### config.mk
export PLATFORM = sky130hd
export DESIGN_NAME = dual_mode_eeprom_if
export DESIGN_NICKNAME = d
export VERILOG_FILES = /design/src/rtl/dual_mode_eeprom_if.sv
export SDC_FILE = /design/constraint.sdc
export NUM_CORES = 2
export LEC_CHECK = 0
export BUFFER_PORTS_ARGS = -buffer_cell sky130_fd_sc_hd__clkbuf_2
export CAP_MARGIN = 10
export CELL_PAD_IN_SITES_DETAIL_PLACEMENT = 1
export CELL_PAD_IN_SITES_GLOBAL_PLACEMENT = 2
export CORE_MARGIN = 8
export CORE_UTILIZATION = 51
export CTS_CLUSTER_SIZE = 12
export DETAILED_ROUTE_END_ITERATION = 16
export MAX_ROUTING_LAYER = met4
export PLACE_DENSITY_LB_ADDON = 0.3
export SLEW_MARGIN = 15
export SYNTH_ARGS = -nofsm -noshare
export SYNTH_HDL_FRONTEND = slang
export SYNTH_SLANG_ARGS = --single-unit
### constraint.sdc
create_clock -name clk -period 8.2 [get_ports clk]
set_clock_uncertainty 0.05 [all_clocks]
set_input_delay 0 -clock clk [delete_from_list [all_inputs] [get_ports clk]]
set_output_delay 0 -clock clk [all_outputs]
set_load 0.02 [all_outputs]
### src/rtl/dual_mode_eeprom_if.sv
module dual_mode_eeprom_if #(
  parameter int DEPTH       = 128,
  parameter int INIT_PULSES = 9,
  parameter int TIMEOUT     = 16,
  parameter bit RETURN_EN   = 1'b0,
  parameter bit STRICT_SEL  = 1'b0
) (
  input  logic       clk,
  input  logic       rst_n,
  input  logic       vclk_i,
  input  logic       scl_i,
  input  logic       sda_i,
  output logic       sda_low_o,
  output logic [1:0] mode_o
);
  localparam int AW = $clog2(DEPTH);
  localparam int IW = $clog2(INIT_PULSES + 1);
  localparam int TW = $clog2(TIMEOUT + 1);
  localparam logic [1:0] M_TX = 2'b00, M_TRN = 2'b01, M_TWI = 2'b10;

  typedef enum logic [3:0] {I_IDLE, I_DEV, I_DACK, I_ADR, I_AACK, I_WR, I_WACK, I_RD, I_RACK} ist_t;

  logic          vclk_q, scl_q, sda_q;
  logic [1:0]    mode;
  logic [IW-1:0] init_cnt;
  logic [3:0]    tx_bit;
  logic [AW-1:0] tx_addr, rw_addr;
  logic [TW-1:0] tmr;
  ist_t          ist;
  logic [7:0]    sh;
  logic [3:0]    bcnt;
  logic          mack, sda_low;
  logic [7:0]    mem [DEPTH];

  logic vrise, sfall, srise, start, stop, init_done, sel_ok;
  logic [7:0] cur, rd_byte;

  assign vrise     = vclk_i & ~vclk_q;
  assign sfall     = scl_q & ~scl_i;
  assign srise     = ~scl_q & scl_i;
  assign start     = scl_i & scl_q & sda_q & ~sda_i;
  assign stop      = scl_i & scl_q & ~sda_q & sda_i;
  assign init_done = (init_cnt == IW'(INIT_PULSES));
  assign sel_ok    = (sh[7:4] == 4'b1010) && (!STRICT_SEL || sh[3:1] == 3'b000);
  assign cur       = mem[tx_addr];
  assign rd_byte   = mem[rw_addr];
  assign sda_low_o = sda_low;
  assign mode_o    = mode;

  function automatic logic [AW-1:0] nxt(input logic [AW-1:0] a);
    return (a == AW'(DEPTH - 1)) ? '0 : a + 1'b1;
  endfunction

  always_ff @(posedge clk) begin
    if (!rst_n) begin
      vclk_q   <= 1'b0;
      scl_q    <= 1'b1;
      sda_q    <= 1'b1;
      mode     <= M_TX;
      init_cnt <= '0;
      tx_bit   <= '0;
      tx_addr  <= '0;
      rw_addr  <= '0;
      tmr      <= '0;
      ist      <= I_IDLE;
      sh       <= '0;
      bcnt     <= '0;
      mack     <= 1'b0;
      sda_low  <= 1'b0;
      for (int i = 0; i < DEPTH; i++) mem[i] <= 8'(i) ^ 8'h5A;
    end else begin
      vclk_q <= vclk_i;
      scl_q  <= scl_i;
      sda_q  <= sda_i;
      case (mode)
        M_TX: begin
          if (sfall) begin
            mode    <= RETURN_EN ? M_TRN : M_TWI;
            tmr     <= '0;
            ist     <= I_IDLE;
            sda_low <= 1'b0;
          end else if (vrise) begin
            if (!init_done) init_cnt <= init_cnt + 1'b1;
            else begin
              sda_low <= (tx_bit != 4'd8) && !cur[3'd7 - tx_bit[2:0]];
              if (tx_bit == 4'd8) begin
                tx_bit  <= '0;
                tx_addr <= nxt(tx_addr);
              end else tx_bit <= tx_bit + 1'b1;
            end
          end
        end
        M_TRN: begin
          if (start) begin
            mode <= M_TWI;
            ist  <= I_DEV;
            bcnt <= '0;
          end else if (vrise) begin
            if (tmr == TW'(TIMEOUT - 1)) mode <= M_TX;
            else tmr <= tmr + 1'b1;
          end
        end
        default: begin
          if (start) begin
            ist     <= I_DEV;
            bcnt    <= '0;
            sda_low <= 1'b0;
          end else if (stop) begin
            ist     <= I_IDLE;
            sda_low <= 1'b0;
            if (RETURN_EN) begin
              mode <= M_TRN;
              tmr  <= '0;
            end
          end else begin
            case (ist)
              I_DEV, I_ADR, I_WR: begin
                if (srise) begin
                  sh   <= {sh[6:0], sda_i};
                  bcnt <= bcnt + 1'b1;
                end else if (sfall && bcnt == 4'd8) begin
                  bcnt <= '0;
                  if (ist == I_DEV) begin
                    if (sel_ok) begin
                      sda_low <= 1'b1;
                      ist     <= I_DACK;
                    end else ist <= I_IDLE;
                  end else if (ist == I_ADR) begin
                    rw_addr <= AW'(sh);
                    sda_low <= 1'b1;
                    ist     <= I_AACK;
                  end else begin
                    mem[rw_addr] <= sh;
                    rw_addr      <= nxt(rw_addr);
                    sda_low      <= 1'b1;
                    ist          <= I_WACK;
                  end
                end
              end
              I_DACK: begin
                if (sfall) begin
                  if (sh[0]) begin
                    sh      <= rd_byte;
                    sda_low <= ~rd_byte[7];
                    bcnt    <= 4'd1;
                    ist     <= I_RD;
                  end else begin
                    sda_low <= 1'b0;
                    ist     <= I_ADR;
                  end
                end
              end
              I_AACK, I_WACK: begin
                if (sfall) begin
                  sda_low <= 1'b0;
                  ist     <= I_WR;
                end
              end
              I_RD: begin
                if (sfall) begin
                  if (bcnt == 4'd8) begin
                    sda_low <= 1'b0;
                    bcnt    <= '0;
                    rw_addr <= nxt(rw_addr);
                    ist     <= I_RACK;
                  end else begin
                    sda_low <= ~sh[6];
                    sh      <= {sh[6:0], 1'b0};
                    bcnt    <= bcnt + 1'b1;
                  end
                end
              end
              I_RACK: begin
                if (srise) mack <= ~sda_i;
                else if (sfall) begin
                  if (mack) begin
                    sh      <= rd_byte;
                    sda_low <= ~rd_byte[7];
                    bcnt    <= 4'd1;
                    ist     <= I_RD;
                  end else ist <= I_IDLE;
                end
              end
              default: ;
            endcase
          end
        end
      endcase
    end
  end

  AST_INIT_QUIET: assert property (@(posedge clk) disable iff (!rst_n)
    (mode == M_TX && !init_done) |-> !sda_low);
  AST_GAP_SLOT: assert property (@(posedge clk) disable iff (!rst_n)
    (mode == M_TX && vrise && !sfall && init_done && tx_bit == 4'd8) |=> !sda_low);
  AST_LEAVE_TX: assert property (@(posedge clk) disable iff (!rst_n)
    (mode == M_TX && sfall) |=> (mode != M_TX && !sda_low));
  AST_STICKY_TWI: assert property (@(posedge clk) disable iff (!rst_n)
    (!RETURN_EN && mode == M_TWI) |=> (mode == M_TWI));
  AST_TRN_QUIET: assert property (@(posedge clk) disable iff (!rst_n)
    (mode == M_TRN) |-> !sda_low);
  AST_STOP_BACK: assert property (@(posedge clk) disable iff (!rst_n)
    (RETURN_EN && mode == M_TWI && stop && !start) |=> (mode == M_TRN));
endmodule

==> results_tabular.tex <==
\begin{tabular}{lr}
\hline
Metric & Value \\
\hline
\multicolumn{2}{l}{\textbf{STA}} \\
Hold Vio Cnt, Final & 0 \\
Number of max-slew violations in the final report & 0 \\
Tightest Pin Transition & 1.25 ns \\
Worst hold margin & 0.241 ns \\
Highest clock frequency the design can meet & 206 MHz \\
Total Neg Setup Slack & 0 ns \\
Worst slew margin relative to its limit & 16.9\% \\
Final Critical Period & 4.85 ns \\
Fin crit share & 59.1\% \\
Worst setup slack after layout & 3.35 ns \\
RSZ-0062 raised after global routing & false \\
Final setup violation count & 0 \\
\multicolumn{2}{l}{\textbf{Yosys}} \\
Number of enable flip-flop cells after synthesis & 1024 \\
Number of nets produced by synthesis & 4163 \\
Compound-gate portion of the synthesized area & 4.34\% \\
Avg Synthesized Cell Area & 14.2 um\^{}2 \\
Most used flip-flop cell after synthesis & sky130\_fd\_sc\_hd\_\_edfxtp\_1 \\
Portion of the post-synthesis area used by sequential elements & 54.1\% \\
Syn. warnings & 0 \\
Main combinational cell family by area after synthesis & multiplexers \\
Gate count after technology mapping & 4147 \\
Number of different library cells in the post-synthesis netlist & 72 \\
Post-synthesis async set-or-reset flop share & 0\% \\
XOR/XNOR Fraction of Synth Area & 0.119\% \\
Netlist area before placement & 0.0590 mm\^{}2 \\
Seq cells post-synth & 1082 \\
Proportion of synthesized area in mux cells & 23.4\% \\
Post-synthesis adder-cell area fraction & 0.233\% \\
Simple-gate share of the synthesized area & 13.9\% \\
\multicolumn{2}{l}{\textbf{Worst hold path}} \\
Endpoint, Worst Hold & mack\$\_SDFFE\_PN0P\_ \\
Type of the most critical hold path & in2reg \\
Worst hold path cell count & 5 \\
Hold path startpoint & sda\_i \\
\multicolumn{2}{l}{\textbf{Floorplan}} \\
FP Rows & 124 \\
Starting density of the core & 51.5\% \\
Die area & 0.127 mm\^{}2 \\
Die Span Y & 356 um \\
Placeable Area & 0.115 mm\^{}2 \\
Die width & 356 um \\
Number of top-level pins & 8 \\
\multicolumn{2}{l}{\textbf{Clock tree}} \\
Number of sinks driven by the clock tree & 1082 \\
Clock root buffer & sky130\_fd\_sc\_hd\_\_clkbuf\_16 \\
Clock latency of the later-clocked register in the worst-skew pair & 0.73 ns \\
Maximum number of buffers from clock root to sink & 3 \\
Clock buffer count from CTS & 120 \\
Clock transition at the register clock pins on the worst setup and hold paths after CTS & 0.06 ns \\
CTS tree & done \\
Post-CTS Setup Bufs & 0 \\
H-tree level count & 3 \\
\multicolumn{2}{l}{\textbf{Cells and area}} \\
Final Util & 56.0\% \\
Register Area & 0.0320 mm\^{}2 \\
Net total in the final layout & 3940 \\
Number of standard cells in the layout, taps in and fillers out & 5547 \\
Cell area after layout & 0.0642 mm\^{}2 \\
Leading cell type in the layout, fill and taps excluded & sky130\_fd\_sc\_hd\_\_edfxtp\_1 \\
Area added between synthesis and finish & 8.80\% \\
Most frequent cells in the layout & 1024 x sky130\_fd\_sc\_hd\_\_edfxtp\_1, 578 x sky130\_fd\_sc\_hd\_\_and3\_1, 553 x sky130\_fd\_sc\_hd\_\_mux4\_2, 453 x sky130\_fd\_sc\_hd\_\_or3\_1, 176 x sky130\_fd\_sc\_hd\_\_buf\_4 \\
Multi-input gate area & 0.0249 mm\^{}2 \\
Ratio of cells with drive above 1 in the final layout & 24.5\% \\
Fill count & 10700 \\
\multicolumn{2}{l}{\textbf{Placed design}} \\
Cell area reported after detailed placement & 0.0604 mm\^{}2 \\
Number of placed instances, taps included & 5306 \\
RePlAce Congestion & 0.908 \\
Input/output buffers & 6 \\
HPWL Detailed & 135 mm \\
Post-Place Worst Slack & 3.36 ns \\
\multicolumn{2}{l}{\textbf{Worst setup path}} \\
Setup slack, reg-to-reg & 3.35 ns \\
RR Endpoint & mem[42][3]\$\_SDFFCE\_PN0P\_ \\
CP max stage delay & 0.86 ns \\
Required time of the critical path & 8.48 ns \\
Largest driver fanout on the critical path & 28 \\
Depth of the most critical reg-to-reg path & 9 \\
Kind of capture point of the worst setup path & flip-flop \\
Worst Setup Start Kind & flip-flop \\
Cell chain of the critical path & nand2b\_1 > nor2\_1 > nand3\_1 > nor3\_1 > nand2b\_1 > or2\_2 > buf\_4 > buf\_4 > o21ai\_0 \\
Slowest CP cell & sky130\_fd\_sc\_hd\_\_o21ai\_0 \\
Startpoint-to-endpoint class of the critical path & reg2reg \\
Arrival @ worst endpoint & 5.13 ns \\
Reg2Reg Launch Point & ist[0]\$\_SDFFE\_PN0P\_ \\
\multicolumn{2}{l}{\textbf{Global routing}} \\
Antenna violations before repair & 17 \\
Aggregate global routing overflow & 0 \\
Global-route wire length before repair & 313 mm \\
Maximum number of pins on one net before global-route repair & 114 \\
Number of global-route vias before repair & 41400 \\
Tot GR Track Use & 35.1\% \\
\multicolumn{2}{l}{\textbf{Status}} \\
Run status & finished, final reports clean \\
\multicolumn{2}{l}{\textbf{Drt}} \\
Routed Antenna Nets & 0 \\
Wire length after detailed routing & 218 mm \\
Post-detailed-route via-to-cell ratio & 7.51 \\
Via count of the routed design & 41600 \\
DRT iter0 DRCs & 6953 \\
Mean routed wirelength per cell & 39.3 um \\
Drt first pass iters & 6 \\
Count of unresolved DRC violations after routing & 0 \\
\multicolumn{2}{l}{\textbf{Power and ir drop}} \\
P per Cell Area & 191 mW/mm\^{}2 \\
Worst voltage drop across the vdd grid & 0.000172 V \\
Leak & 21.4 nW \\
Overall power consumption & 12.3 mW \\
\multicolumn{2}{l}{\textbf{Run}} \\
Max-cap violations & 0 \\
\hline
\end{tabular}
[sequential cells by signal (all words and copies together) (netlist names), named ones only]
register / count
init_cnt: 4
tx_bit: 4
sda_q: 1
tx_addr: 7
bcnt: 4
sh: 8
mem: 1024
mack: 1
sda_low_o: 1
ist: 4
rw_addr: 7
vclk_q: 1
scl_q: 1
mode_o: 1
[cell families after synthesis]
kind of cell,Yosys count
xor+xnor,8
flops,1082
buf+inv,564
fa+ha+maj,11
mux,684
simple gates,1389
compound gates,408
other cells,1
[synth_stat cells, types with 6 or more instances]
master                     count  area share (%)
sky130_fd_sc_hd__a211oi_1      8            0.10
sky130_fd_sc_hd__a221oi_1      6           0.089
sky130_fd_sc_hd__o21ai_0     175             1.5
sky130_fd_sc_hd__buf_2        48            0.41
sky130_fd_sc_hd__o22ai_1      27            0.29
sky130_fd_sc_hd__buf_4        23            0.29
sky130_fd_sc_hd__nand2_1     107            0.68
sky130_fd_sc_hd__mux4_2      553              21
sky130_fd_sc_hd__ha_1         11            0.23
sky130_fd_sc_hd__and3_1      579             6.1
sky130_fd_sc_hd__mux2_2        8            0.15
sky130_fd_sc_hd__or3_1       453             4.8
sky130_fd_sc_hd__clkbuf_1    440             2.8
sky130_fd_sc_hd__o211ai_1      9            0.11
sky130_fd_sc_hd__nand4_1      11            0.12
sky130_fd_sc_hd__inv_1        18            0.11
sky130_fd_sc_hd__mux2i_1     123             2.1
sky130_fd_sc_hd__and2_1       18            0.19
sky130_fd_sc_hd__a21oi_1      56            0.48
sky130_fd_sc_hd__a21boi_0      8            0.10
sky130_fd_sc_hd__buf_6         9            0.17
sky130_fd_sc_hd__edfxtp_1   1024              52
sky130_fd_sc_hd__a31oi_1      11            0.12
sky130_fd_sc_hd__nor2_1       82            0.52
sky130_fd_sc_hd__nand2b_1     22            0.23
sky130_fd_sc_hd__dfxtp_1      58             2.0
sky130_fd_sc_hd__nor3_1       25            0.21
sky130_fd_sc_hd__nor2b_1      29            0.31
sky130_fd_sc_hd__a22oi_1      16            0.20
sky130_fd_sc_hd__o221ai_1     36            0.53
sky130_fd_sc_hd__nand3_1      35            0.30
sky130_fd_sc_hd__buf_1        25            0.16
[per-layer routing]
metal,vias up,share of wire (%),GRT usage (%)
met2,2992,46,53.1
li1,16300,-,-
met4,0,5.5,15.5
met1,21800,36,46.2
met5,-,0,-
met3,532,12,7.19
[worst max path at each step]
stage / start / end / slack, ns / depth (start not counted)
2_1_floorplan: scl_q$_SDFF_PN1_ / mem[37][0]$_SDFFCE_PN1P_ / 4.92 / 12
3_3_place_gp: flip-flop / sda_low_o$_SDFFE_PN0P_ / 3.29 / 10
3_5_place_dp: ist[0]$_SDFFE_PN0P_ / mem[58][1]$_SDFFCE_PN0P_ / 3.36 / 9
4_1_cts: ist[0]$_SDFFE_PN0P_ / mem[58][2]$_SDFFCE_PN0P_ / 3.20 / 9
5_1_grt: ist[0]$_SDFFE_PN0P_ / mem[42][2]$_SDFFCE_PN0P_ / 3.12 / 9
6_report: ist[0]$_SDFFE_PN0P_ / mem[42][3]$_SDFFCE_PN0P_ / 3.35 / 9
[worst max-delay path: cells and delay by family, from the launching register on]
| kind | cells | cell delay (ns) |
|---|---|---|
| AOI/OAI and AO/OA | 1 | 0.86 |
| buffers and inverters | 2 | 0.59 |
| DFF | 1 | 0.67 |
| and+or+nand+nor | 6 | 2.25 |
[power by group]
| group | internal (mW) | switching, mW |
|---|---|---|
| clock | 2.87 | 2.30 |
| combinational | 0.254 | 0.361 |
| sequential | 6.30 | 0.179 |
[cell type report]
type | instances | share of cell area, %
flip-flops and latches | 1082 | 49.8
multi-input cells | 2501 | 38.8
clock buffers | 144 | 4.90
well taps | 1512 | 2.95
repair buffers | 200 | 2.55
clock inverters | 79 | 0.804
inverters | 19 | 0.111
diodes | 10 | 0.0390
[what timing repair did]
action                     CTS  global route
hold buffers                 8             0
setup endpoints to repair    0             0
hold endpoints to repair    63             0
resized for setup            0             0
Power figures use the tool's default switching activity.
